[src/rtl/clksw_pkg.sv]
package clksw_pkg;

    typedef enum logic [3:0] {
        ST_BOOT_HOLD,
        ST_RUN_INT,
        ST_LEAVE_INT,
        ST_SYNC_HS,
        ST_RUN_HS,
        ST_LEAVE_HS,
        ST_SYNC_INT,
        ST_STOPPED,
        ST_WAKE_WAIT
    } clksw_state_e;

    // Threshold exponent for flag index idx: the first is separate, the rest step by one.
    function automatic int thr_log2(input int idx, input int first_log2, input int next_log2);
        return (idx == 0) ? first_log2 : next_log2 + idx - 1;
    endfunction

endpackage

[src/rtl/clksw_tick_counter.sv]
module clksw_tick_counter #(
    parameter int W       = 5,
    parameter int RST_VAL = 17
) (
    input  logic         clk,
    input  logic         rst_n,
    input  logic         load,
    input  logic [W-1:0] load_val,
    input  logic         dec,
    output logic [W-1:0] cnt
);

    always_ff @(posedge clk or negedge rst_n) begin
        if (!rst_n) begin
            cnt <= W'(RST_VAL);
        end else if (load) begin
            cnt <= load_val;
        end else if (dec) begin
            cnt <= cnt - W'(1);
        end
    end

    // The controller leaves a counting state on the count of one, so it never decrements zero.
    assert_hold_no_wrap_R2: assert property (@(posedge clk) disable iff (!rst_n)
        (dec && !load) |-> (cnt != '0));

endmodule

[src/rtl/clksw_stab_counter.sv]
module clksw_stab_counter
    import clksw_pkg::*;
#(
    parameter int FIRST_LOG2 = 11,
    parameter int NEXT_LOG2  = 13,
    parameter int NUM_THR    = 5
) (
    input  logic               clk,
    input  logic               rst_n,
    input  logic               clr,
    input  logic               tick,
    output logic [NUM_THR-1:0] flags
);

    localparam int TOP_LOG2 = thr_log2(NUM_THR - 1, FIRST_LOG2, NEXT_LOG2);
    localparam int CNT_W    = TOP_LOG2 + 1;

    logic [CNT_W-1:0]   count;
    logic [CNT_W-1:0]   count_nxt;
    logic               saturated;
    logic [NUM_THR-1:0] hit;

    assign saturated = count[CNT_W-1];
    assign count_nxt = count + CNT_W'(1);

    for (genvar g = 0; g < NUM_THR; g++) begin : g_thr
        localparam int               LOG2 = thr_log2(g, FIRST_LOG2, NEXT_LOG2);
        localparam logic [CNT_W-1:0] THR  = CNT_W'(1) << LOG2;
        assign hit[g] = tick && !saturated && (count_nxt == THR);
    end

    always_ff @(posedge clk or negedge rst_n) begin
        if (!rst_n) begin
            count <= '0;
            flags <= '0;
        end else if (clr) begin
            count <= '0;
            flags <= '0;
        end else begin
            if (tick && !saturated) begin
                count <= count_nxt;
            end
            flags <= flags | hit;
        end
    end

    // Flags are sticky between clears.
    assert_flags_sticky_R3: assert property (@(posedge clk) disable iff (!rst_n)
        !clr |=> ((flags & $past(flags)) == $past(flags)));

    // A longer threshold can only be passed after every shorter one.
    for (genvar g = 1; g < NUM_THR; g++) begin : g_order
        assert_flags_ordered_R3: assert property (@(posedge clk) disable iff (!rst_n)
            flags[g] |-> flags[g-1]);
    end

endmodule

[src/rtl/clksw_ctrl.sv]
module clksw_ctrl
    import clksw_pkg::*;
#(
    parameter int HOLD_TICKS = 17,
    parameter int SYNC_EDGES = 2,
    parameter int FIRST_LOG2 = 11,
    parameter int NEXT_LOG2  = 13,
    parameter int NUM_THR    = 5,
    parameter int SEL_W      = $clog2(NUM_THR)
) (
    input  logic               clk,
    input  logic               rst_n,
    input  logic               int_tick,
    input  logic               hs_tick,
    input  logic               sel_wr,
    input  logic               sel_val,
    input  logic               hs_start,
    input  logic               hs_stop,
    input  logic               int_start,
    input  logic               int_stop,
    input  logic [SEL_W-1:0]   stab_sel,
    input  logic               rc_mode,
    input  logic               int_stop_ok,
    input  logic               stop_enter,
    input  logic               wake,
    output logic               cpu_clk_en,
    output logic               clk_status,
    output logic               hs_osc_on,
    output logic               int_osc_on,
    output logic [NUM_THR-1:0] stab_flags
);

    localparam int CNT_MAX = (HOLD_TICKS > SYNC_EDGES) ? HOLD_TICKS : SYNC_EDGES;
    localparam int HOLD_W  = $clog2(CNT_MAX + 1);

    clksw_state_e state, state_nxt;

    logic              powered;
    logic              int_q, hs_q;
    logic              int_eff, hs_eff;
    logic [SEL_W-1:0]  stab_idx;
    logic              stab_done;
    logic              go_hs, go_int;
    logic              hs_stop_acc, int_stop_acc;
    logic              hs_start_acc, int_start_acc;
    logic              stop_acc, wake_acc;
    logic              stab_clr;
    logic              cnt_load, cnt_dec;
    logic [HOLD_W-1:0] cnt;
    logic              cnt_last;

    // ---------------- oscillator gating ----------------
    assign int_osc_on = int_q & powered;
    assign hs_osc_on  = hs_q & powered;
    assign int_eff    = int_tick & int_osc_on;
    assign hs_eff     = hs_tick & hs_osc_on;

    // ---------------- stabilization ----------------
    assign stab_idx  = (int'(stab_sel) >= NUM_THR) ? SEL_W'(NUM_THR - 1) : stab_sel;
    assign stab_done = rc_mode | stab_flags[stab_idx];
    assign stab_clr  = stop_acc | hs_start_acc | wake_acc;

    clksw_stab_counter #(
        .FIRST_LOG2 (FIRST_LOG2),
        .NEXT_LOG2  (NEXT_LOG2),
        .NUM_THR    (NUM_THR)
    ) u_stab (
        .clk   (clk),
        .rst_n (rst_n),
        .clr   (stab_clr),
        .tick  (hs_eff),
        .flags (stab_flags)
    );

    // ---------------- request qualification ----------------
    always_comb begin
        go_hs         = (state == ST_RUN_INT) && sel_wr && sel_val && hs_osc_on && stab_done;
        go_int        = (state == ST_RUN_HS) && sel_wr && !sel_val && int_osc_on;
        hs_stop_acc   = hs_stop && ((state == ST_BOOT_HOLD) || (state == ST_RUN_INT));
        int_stop_acc  = int_stop && int_stop_ok && (state == ST_RUN_HS);
        hs_start_acc  = hs_start && !hs_q && (state != ST_STOPPED) && (state != ST_WAKE_WAIT);
        int_start_acc = int_start && !int_q;
        stop_acc      = stop_enter && ((state == ST_RUN_INT) || (state == ST_RUN_HS));
        wake_acc      = wake && (state == ST_STOPPED);
    end

    // ---------------- shared boot-hold / sync counter ----------------
    assign cnt_last = (cnt == HOLD_W'(1));

    clksw_tick_counter #(
        .W       (HOLD_W),
        .RST_VAL (HOLD_TICKS)
    ) u_ticks (
        .clk      (clk),
        .rst_n    (rst_n),
        .load     (cnt_load),
        .load_val (HOLD_W'(SYNC_EDGES)),
        .dec      (cnt_dec),
        .cnt      (cnt)
    );

    always_comb begin
        cnt_load = ((state == ST_LEAVE_INT) && int_eff) || ((state == ST_LEAVE_HS) && hs_eff);
        cnt_dec  = ((state == ST_BOOT_HOLD) && int_eff && !cnt_last)
                || ((state == ST_SYNC_HS) && hs_eff && !cnt_last)
                || ((state == ST_SYNC_INT) && int_eff && !cnt_last);
    end

    // ---------------- next state ----------------
    always_comb begin
        state_nxt = state;
        unique case (state)
            ST_BOOT_HOLD: if (int_eff && cnt_last) state_nxt = ST_RUN_INT;
            ST_RUN_INT: begin
                if (stop_acc)   state_nxt = ST_STOPPED;
                else if (go_hs) state_nxt = ST_LEAVE_INT;
            end
            ST_LEAVE_INT: if (int_eff) state_nxt = ST_SYNC_HS;
            ST_SYNC_HS:   if (hs_eff && cnt_last) state_nxt = ST_RUN_HS;
            ST_RUN_HS: begin
                if (stop_acc)    state_nxt = ST_STOPPED;
                else if (go_int) state_nxt = ST_LEAVE_HS;
            end
            ST_LEAVE_HS:  if (hs_eff) state_nxt = ST_SYNC_INT;
            ST_SYNC_INT:  if (int_eff && cnt_last) state_nxt = ST_RUN_INT;
            ST_STOPPED:   if (wake_acc) state_nxt = clk_status ? ST_WAKE_WAIT : ST_RUN_INT;
            ST_WAKE_WAIT: if (stab_done) state_nxt = ST_RUN_HS;
            default:      state_nxt = ST_BOOT_HOLD;
        endcase
    end

    // ---------------- state register ----------------
    always_ff @(posedge clk or negedge rst_n) begin
        if (!rst_n) begin
            state      <= ST_BOOT_HOLD;
            clk_status <= 1'b0;
        end else begin
            state <= state_nxt;
            if ((state == ST_SYNC_HS) && (state_nxt == ST_RUN_HS)) begin
                clk_status <= 1'b1;
            end else if ((state == ST_SYNC_INT) && (state_nxt == ST_RUN_INT)) begin
                clk_status <= 1'b0;
            end
        end
    end

    // ---------------- oscillator enables ----------------
    always_ff @(posedge clk or negedge rst_n) begin
        if (!rst_n) begin
            powered <= 1'b0;
            int_q   <= 1'b1;
            hs_q    <= 1'b1;
        end else begin
            powered <= 1'b1;
            if (int_stop_acc) begin
                int_q <= 1'b0;
            end else if (int_start_acc) begin
                int_q <= 1'b1;
            end
            if (stop_acc || hs_stop_acc) begin
                hs_q <= 1'b0;
            end else if ((wake_acc && clk_status) || hs_start_acc) begin
                hs_q <= 1'b1;
            end
        end
    end

    // ---------------- outputs ----------------
    always_comb begin
        cpu_clk_en = 1'b0;
        unique case (state)
            ST_RUN_INT: cpu_clk_en = int_eff;
            ST_RUN_HS:  cpu_clk_en = hs_eff;
            default:    cpu_clk_en = 1'b0;
        endcase
    end

    // ---------------- assertions ----------------
    assert_cpu_source_R6: assert property (@(posedge clk) disable iff (!rst_n)
        cpu_clk_en |-> (clk_status ? (hs_tick && hs_osc_on) : (int_tick && int_osc_on)));

    assert_switch_needs_stable_R5: assert property (@(posedge clk) disable iff (!rst_n)
        $rose(clk_status) |-> (rc_mode || stab_flags[stab_idx]));

    assert_hs_kept_R8: assert property (@(posedge clk) disable iff (!rst_n)
        (clk_status && hs_osc_on && !stop_enter) |=> hs_osc_on);

    assert_int_kept_R9: assert property (@(posedge clk) disable iff (!rst_n)
        (!clk_status && int_osc_on) |=> int_osc_on);

    assert_stop_quiet_R11: assert property (@(posedge clk) disable iff (!rst_n)
        (state == ST_STOPPED) |-> (!cpu_clk_en && !hs_osc_on));

endmodule

[config.mk]
export PLATFORM = sky130hd
export DESIGN_NAME = clksw_ctrl
export DESIGN_NICKNAME = d
export VERILOG_FILES = /design/src/rtl/clksw_pkg.sv /design/src/rtl/clksw_tick_counter.sv /design/src/rtl/clksw_stab_counter.sv /design/src/rtl/clksw_ctrl.sv
export SDC_FILE = /design/constraint.sdc
export NUM_CORES = 1
export LEC_CHECK = 0
export CAP_MARGIN = 20
export CORE_MARGIN = 8
export CORE_UTILIZATION = 50
export CTS_CLUSTER_DIAMETER = 50
export DETAILED_ROUTE_END_ITERATION = 16
export PLACE_DENSITY = 0.72
export SETUP_SLACK_MARGIN = 0.2
export SYNTH_ARGS = -nofsm -noshare
export SYNTH_HDL_FRONTEND = slang
export SYNTH_SLANG_ARGS = --single-unit
[constraint.sdc]
create_clock -name clk -period 2.45 [get_ports clk]
set_input_delay 0.245 -clock clk [delete_from_list [all_inputs] [get_ports clk]]
set_output_delay 0.245 -clock clk [all_outputs]
set_load 0.01 [all_outputs]
======== After elaboration in Yosys (flattened, before gate mapping) ========
Index checks and enable logic that the tools add are counted.
word-level totals
  logic and storage cells ................. 119
  bits in read-only memories .............. 0
  memories ................................ 0
  register bits after elaboration ......... 35
  memory bits (writable) .................. 0
  input bits .............................. 17
  output and inout bits ................... 9
  bits in latches ......................... 0
cells by class
  add/sub/neg operators ................... 2
  div/mod/pow operators ................... 0
  bitwise gates (word level) .............. 8
  mux-type cells .......................... 27
  $mul .................................... 0
  eq/ne operators ......................... 18
  magnitude comparators ................... 2
  shift operators ......................... 0
  reductions and logical operators ........ 54
operator list
  operator                                                            number
  4-bit 2-to-1 mux                                                    11
  1-bit logical AND                                                   35
  17-bit 2-to-1 mux                                                   2
  4-bit case mux with 8 select lines                                  1
  4-bit by 3-bit == test with 1-bit output, second input constant     5
  17-bit by 1-bit adder with 17-bit output, second input constant     1
  17-bit by 12-bit == test with 1-bit output, second input constant   1
  17-bit by 14-bit == test with 1-bit output, second input constant   1
  17-bit by 15-bit == test with 1-bit output, second input constant   1
  17-bit by 16-bit == test with 1-bit output, second input constant   1
  17-bit == test, second input constant                               1
  5-bit 2-to-1 mux                                                    3
  2-bit nonzero test                                                  5
  4-bit by 1-bit == test with 1-bit output, second input constant     2
  4-bit by 2-bit == test with 1-bit output, second input constant     2
  1-bit logical OR                                                    7
  1-bit 2-to-1 mux                                                    7
  5-bit by 1-bit == test with 1-bit output, second input constant     1
  1-bit zero test                                                     5
  5-bit OR                                                            1
  5-bit by 1-bit subtractor with 5-bit output, second input constant  1
  1-bit AND                                                           4
  4-bit == test, second input constant                                1
  4-bit zero test                                                     1
  9 further kinds                                                     11

======== Logic depth before layout (Yosys ltp) ========
  word-level depth ........................ 13
  gate-level depth with buffers ........... 8
  depth with buffers taken out ............ 8

======== Hierarchy ========
Synthesis repeated with hierarchy kept, for this count alone.
second synthesis, totals
  cell total of the unflattened synthesis .. 268
  area total of the unflattened synthesis .. 2389.8 um^2
modules (own cells, without submodules)
  module              times used  seq. area each (um^2)  area an instance (um^2)  cells each
  clksw_stab_counter  1           550.5                  1351.3                   146
  clksw_ctrl          1           202.7                  757.0                    95
  clksw_tick_counter  1           127.6                  281.5                    27

======== Worst setup path after synthesis ========
OpenSTA, ideal clock, no wires.
  path type ............................... register to register
  start ................................... register hs_q
  end ..................................... register u_stab.count[11]
  period minus slack after synthesis ...... 2.165 ns
  stages on the path, launching flop included .. 8
  arrival ................................. 2.087 ns
  path slack .............................. 0.285 ns
  setup time .............................. 0.078 ns
  buffers on the path ..................... 2
  required time ........................... 2.372 ns
  path through ............................ dfstp_2 nand3_1 or2_2 clkbuf_1 or3_2 clkbuf_1 or3_1 a21oi_1
on the way
  longest elaborated chain between the ends .. 7
  elaborated cells on any way between the ends .. 11
  classes of those cells .................. mux: 1; bitwise: 4; reduce/logical: 6
ends and longest elaborated chain
  what                                                     line                      RTL
  from (decl)                                              clksw_ctrl.sv:39          logic int_q, hs_q;
  from (signal assigned)                                   clksw_ctrl.sv:152         hs_q <= 1'b1;
  from (signal assigned)                                   clksw_ctrl.sv:161         hs_q <= 1'b0;
  from (signal assigned)                                   clksw_ctrl.sv:163         hs_q <= 1'b1;
  1-bit zero test                                          clksw_ctrl.sv:81          hs_start_acc = hs_start && !hs_q && (state != ST_STOPPED) && (state != ST_WAKE_WAIT);
  1-bit logical AND (3 in a row)                           clksw_ctrl.sv:81
  1-bit OR (2 in a row)                                    clksw_ctrl.sv:61          assign stab_clr = stop_acc | hs_start_acc | wake_acc;
  17-bit 2-to-1 mux or 2-bit nonzero test (tied branches)  -
  to (signal assigned)                                     clksw_stab_counter.sv:41  count <= count_nxt;
  to (decl)                                                clksw_stab_counter.sv:18  logic [CNT_W-1:0] count;
Several ways; a longest one is shown, not always the timed one.
A chain may end at the register's enable or synchronous reset.

======== Worst setup path in the final report ========
  start ................................... register u_stab.count[1]
  end ..................................... register u_stab.flags[2]
on the way
  longest elaborated chain between the ends .. 5
ends and longest elaborated chain
  what                                        line                      RTL
  17-bit by 1-bit adder with 17-bit output    clksw_stab_counter.sv:24  assign count_nxt = count + CNT_W'(1);
  17-bit by 15-bit == test with 1-bit output  clksw_stab_counter.sv:29  assign hit[g] = tick && !saturated && (count_nxt == THR);
  1-bit logical AND                           clksw_stab_counter.sv:29
  5-bit OR                                    clksw_stab_counter.sv:43  flags <= flags | hit;
  5-bit 2-to-1 mux                            clksw_stab_counter.sv:36  end else if (clr) begin
  to (signal assigned)                        clksw_stab_counter.sv:43
  to (decl)                                   clksw_stab_counter.sv:12  output logic [NUM_THR-1:0] flags
Every way passes these cells.

==> flow_summary.html <==
<table>
<tr><th>Metric</th><th>Value</th></tr>
<tr><th colspan="2">Synth</th></tr>
<tr><td>Area leader, netlist</td><td>dfrtp_1</td></tr>
<tr><td>Synthesized net count</td><td>289</td></tr>
<tr><td>Top area cells in the synthesized netlist</td><td>dfrtp_1, nor2_1, xnor2_1, dfstp_2, nand3_1</td></tr>
<tr><td>Top cell types by occurrence after synthesis</td><td>nor2_1, dfrtp_1, nand2_1, nand3_1</td></tr>
<tr><td>Register bit total from synthesis</td><td>35</td></tr>
<tr><td>Post-synthesis instance area</td><td>0.00231 mm2</td></tr>
<tr><td>Number of unique standard cell types used by synthesis</td><td>58</td></tr>
<tr><td>Dominant synthesized flop cell</td><td>dfrtp_1</td></tr>
<tr><td>Portion of the post-synthesis area used by sequential elements</td><td>38.2%</td></tr>
<tr><td>Mean post-synth cell area</td><td>8.60 um2</td></tr>
<tr><td>Library cell with the highest instance count after synthesis</td><td>nor2_1</td></tr>
<tr><td>Fraction of synthesized cell area taken by the top area cell type</td><td>33.6%</td></tr>
<tr><td>Cells after synthesis</td><td>268</td></tr>
<tr><td>Fraction of synthesis flops using an asynchronous set or reset pin</td><td>100%</td></tr>
<tr><td>Number of warnings issued by yosys</td><td>0</td></tr>
<tr><td>Post-synth EDFFs</td><td>0</td></tr>
<tr><th colspan="2">Layout</th></tr>
<tr><td>Final core utilization</td><td>64.1%</td></tr>
<tr><td>Count of antenna diodes in the layout</td><td>0</td></tr>
<tr><td>Area growth from synthesis to final layout</td><td>22.7%</td></tr>
<tr><td>Layout cell share with drive strength beyond 1</td><td>18.4%</td></tr>
<tr><td>Number of nets in the layout</td><td>319</td></tr>
<tr><th colspan="2">Die</th></tr>
<tr><td>Die boundary height</td><td>83.9 um</td></tr>
<tr><td>Starting density of the core</td><td>52.2%</td></tr>
<tr><td>Die Width</td><td>83.9 um</td></tr>
<tr><td>Number of top-level pins</td><td>26</td></tr>
<tr><td>Die Outline Area</td><td>0.00704 mm2</td></tr>
<tr><td>Core outline area</td><td>0.00441 mm2</td></tr>
<tr><td>Floorplan row count</td><td>24</td></tr>
<tr><th colspan="2">Detailed routing</th></tr>
<tr><td>Routed wire length</td><td>5680 um</td></tr>
<tr><td>Routed Antenna Nets</td><td>0</td></tr>
<tr><td>DR vias/cell</td><td>6.03</td></tr>
<tr><td>Routed length per instance</td><td>16.2 um</td></tr>
<tr><td>Starting DRC count in detailed routing</td><td>170</td></tr>
<tr><td>Number of iterations in the first detailed-routing pass</td><td>4</td></tr>
<tr><td>Via count</td><td>2118</td></tr>
<tr><td>Remaining routing DRC violations</td><td>0</td></tr>
<tr><th colspan="2">Timing</th></tr>
<tr><td>Period minus WS final</td><td>2.19 ns</td></tr>
<tr><td>Endpoints failing setup</td><td>0</td></tr>
<tr><td>Max Fclk</td><td>0.456 GHz</td></tr>
<tr><td>Setup repair after global routing missed its margin</td><td>true</td></tr>
<tr><td>Number of failing hold endpoints at the final stage</td><td>0</td></tr>
<tr><td>Number of pins exceeding their max-slew limit in the final report</td><td>0</td></tr>
<tr><td>Final cycle utilization of the critical path</td><td>89.4%</td></tr>
<tr><td>Final sum of negative setup slack</td><td>0 ns</td></tr>
<tr><td>Skew final</td><td>0.00995 ns</td></tr>
<tr><td>Worst-margin pin slew</td><td>0.788 ns</td></tr>
<tr><td>Slew HR</td><td>47.5%</td></tr>
<tr><td>Setup ws final</td><td>0.259 ns</td></tr>
<tr><th colspan="2">Critical path</th></tr>
<tr><td>CP max FO</td><td>7</td></tr>
<tr><td>Sort of element at the start of the critical path</td><td>register</td></tr>
<tr><td>Delay contributed by the slowest stage of the critical path</td><td>0.55 ns</td></tr>
<tr><td>Cell with the biggest individual delay on the critical path</td><td>or4b_4</td></tr>
<tr><td>R2R setup slack</td><td>0.26 ns</td></tr>
<tr><td>Critical path endpoint category</td><td>register</td></tr>
<tr><td>Arrival time worst endpoint</td><td>2.42 ns</td></tr>
<tr><td>Worst-path cell chain</td><td>ha_4 &gt; and2_4 &gt; xnor2_2 &gt; a31oi_1 &gt; or4b_4 &gt; or3b_1 &gt; o21ai_1</td></tr>
<tr><td>WS Path Type</td><td>reg -&gt; reg</td></tr>
<tr><td>Critical register-to-register path endpoint</td><td>u_stab.flags[2]</td></tr>
<tr><td>Cell family contributing the most delay on the critical path</td><td>simple AND/OR/NAND/NOR gates</td></tr>
<tr><td>Critical register-to-register path startpoint</td><td>u_stab.count[1]</td></tr>
<tr><td>Required time reported for the critical path endpoint</td><td>2.67 ns</td></tr>
<tr><td>R2r worst-path depth</td><td>7</td></tr>
<tr><td>Combined buffer and inverter count along the critical path</td><td>0</td></tr>
<tr><th colspan="2">Pwr</th></tr>
<tr><td>Psw</td><td>805 uW</td></tr>
<tr><td>Reg power frac</td><td>39.1%</td></tr>
<tr><td>Switching share of power</td><td>38.2%</td></tr>
<tr><td>Gate power share</td><td>40.6%</td></tr>
<tr><td>Sum of internal, switching and leakage power</td><td>2.11 mW</td></tr>
<tr><td>Leakage power</td><td>1.11 nW</td></tr>
<tr><td>Pwr per Cell Area</td><td>745 mW/mm2</td></tr>
<tr><td>Max rail drop VDD</td><td>409 uV</td></tr>
<tr><td>Internal power component</td><td>1.30 mW</td></tr>
<tr><td>Clock network fraction of total power</td><td>20.3%</td></tr>
<tr><th colspan="2">Placed design</th></tr>
<tr><td>Detailed placer's ending HPWL</td><td>4100 um</td></tr>
<tr><td>Setup slack after placement</td><td>0.0886 ns</td></tr>
<tr><td>Last weighted congestion value of the routability-driven placer</td><td>0.874</td></tr>
<tr><td>IO buf count</td><td>25</td></tr>
<tr><th colspan="2">Clock network</th></tr>
<tr><td>Number of buffers on the longest clock path</td><td>2</td></tr>
<tr><td>Deepest level of the CTS H-tree</td><td>2</td></tr>
<tr><td>Hold buffer count at cts</td><td>0</td></tr>
<tr><td>Clock latency at the later pin of the worst-skew pair</td><td>0.29 ns</td></tr>
<tr><td>CTS tree</td><td>built</td></tr>
<tr><td>Sink Count</td><td>35</td></tr>
<tr><td>Clock buffer count from CTS</td><td>5</td></tr>
<tr><td>Reg clk slew, reported paths</td><td>0.07 ns</td></tr>
<tr><td>CTS root buf</td><td>clkbuf_8</td></tr>
<tr><th colspan="2">GRT</th></tr>
<tr><td>Global-route wire length before repair</td><td>9360 um</td></tr>
<tr><td>Final global-route overflow total</td><td>0</td></tr>
<tr><td>Largest net degree at the start of global routing</td><td>36</td></tr>
<tr><td>Number of global-route vias before repair</td><td>2044</td></tr>
<tr><td>Initial antenna violation count</td><td>0</td></tr>
<tr><td>Total routing usage reported by global routing</td><td>15.8%</td></tr>
<tr><th colspan="2">Flow run</th></tr>
<tr><td>Number of violations of the max-capacitance limit</td><td>0</td></tr>
<tr><th colspan="2">Hold path</th></tr>
<tr><td>Type of the tightest min-delay check</td><td>in -&gt; async</td></tr>
<tr><th colspan="2">Run status</th></tr>
<tr><td>Run status</td><td>completed</td></tr>
</table>
-- cells by family (layout without fill, tap and decap cells) --
| logic type | after synthesis | count (layout) | share of synthesized area [%] |
|---|---|---|---|
| xor+xnor | 21 | 21 | 7.98 |
| other cells | 1 | 1 | 0.163 |
| flops | 35 | 35 | 38.2 |
| simple gates | 133 | 133 | 31.2 |
| mux | 3 | 3 | 1.90 |
| fa+ha+maj | 4 | 4 | 2.17 |
| buf+inv | 22 | 53 | 4.12 |
| compound gates | 49 | 49 | 14.3 |
-- flip-flops by register name, indices dropped and copies added, names as in the netlist --
| name | flops |
|---|---|
| clk_status | 1 |
| int_q | 1 |
| state | 4 |
| u_stab.flags | 5 |
| u_ticks.cnt | 5 |
| powered | 1 |
| u_stab.count | 17 |
| hs_q | 1 |
-- how the worst max path moves through the flow --
stage                             to  cells after the start             from
floorplan           u_stab.count[11]                      7             hs_q
global placement     u_stab.flags[2]                      7          hs_tick
detailed placement   u_stab.flags[2]                      7  u_stab.count[1]
CTS                  u_stab.flags[2]                      7  u_stab.count[1]
global route         u_stab.flags[2]                      7  u_stab.count[0]
finish               u_stab.flags[2]                      7  u_stab.count[1]
-- through the flow --
stage | cell area, um2 | instances | hold WS [ns]
after floorplan | 2310 | 268 | -0.0506
after global placement | 2650 | 343 | 0.375
after detailed placement | 2650 | 343 | 0.380
after CTS | 2760 | 351 | 0.0686
after global routing | 2830 | 351 | 0.0966
final | 2830 | 351 | 0.0385
-- cell usage in the layout (no fill, tap or decap), types with 2 or more instances in the layout --
cell type / instances
nor2_1: 33
dfrtp_1: 25
clkdlybuf4s50_1: 23
nand2_1: 20
nand3_1: 14
nor3_1: 13
buf_4: 13
xnor2_1: 12
a21oi_1: 10
xor2_1: 8
o21ai_0: 8
inv_1: 7
nand4_1: 6
clkbuf_8: 6
dfrtp_2: 6
and2_1: 5
o22ai_1: 5
nand2b_1: 4
a31oi_1: 4
or3_1: 4
dfstp_2: 4
nand3b_1: 3
nand3_2: 3
nor4_1: 3
ha_1: 3
nor2b_1: 2
a211o_1: 2
or4b_4: 2
o22a_1: 2
o221ai_1: 2
nor4_2: 2
and4b_1: 2
o21ai_1: 2
a32o_1: 2
a22o_1: 2
and3_1: 2
-- power by group through the flow --
| stage | sequential [mW] | clock (mW) | combinational [mW] |
|---|---|---|---|
| finish | 0.824 | 0.428 | 0.855 |
| global route | 0.841 | 0.465 | 0.951 |
| CTS | 0.812 | 0.443 | 0.835 |
| detailed placement | 0.817 | 0 | 0.822 |
| global placement | 0.815 | 0 | 0.814 |
| floorplan | 0.787 | 0 | 0.576 |
-- worst register-to-register path, delay by kind of cell, from the launching register on --
family | cells | cell delay (ns)
simple gates | 3 | 1.10
flops | 1 | 0.46
compound gates | 2 | 0.22
fa+ha+maj | 1 | 0.21
xor+xnor | 1 | 0.14
-- final cells by class --
type / instances / area [um2]
timing repair buffer: 38 / 345
multi-input combinational: 211 / 1410
sequential: 35 / 888
inverter: 7 / 26.3
clock buffer: 7 / 86.3
clock inverter: 1 / 5.00
fill: 376 / 1580
tap: 52 / 65.1
-- layer usage --
metal	share of wire (%)	global-route usage (%)	routed length [um]	vias up
met4	1.5	5.97	88	0
met3	5.6	4.10	318	9
li1	-	-	-	1020
met2	48	24.8	2720	71
met5	0	0	0	-
met1	45	20.2	2550	1018
-- timing repair --
item	CTS	global route
resized for setup	5	20
setup endpoints to repair	5	6
setup buffers	0	0
pin swaps	0	2
Note: power is estimated with default switching activity, not from simulation.
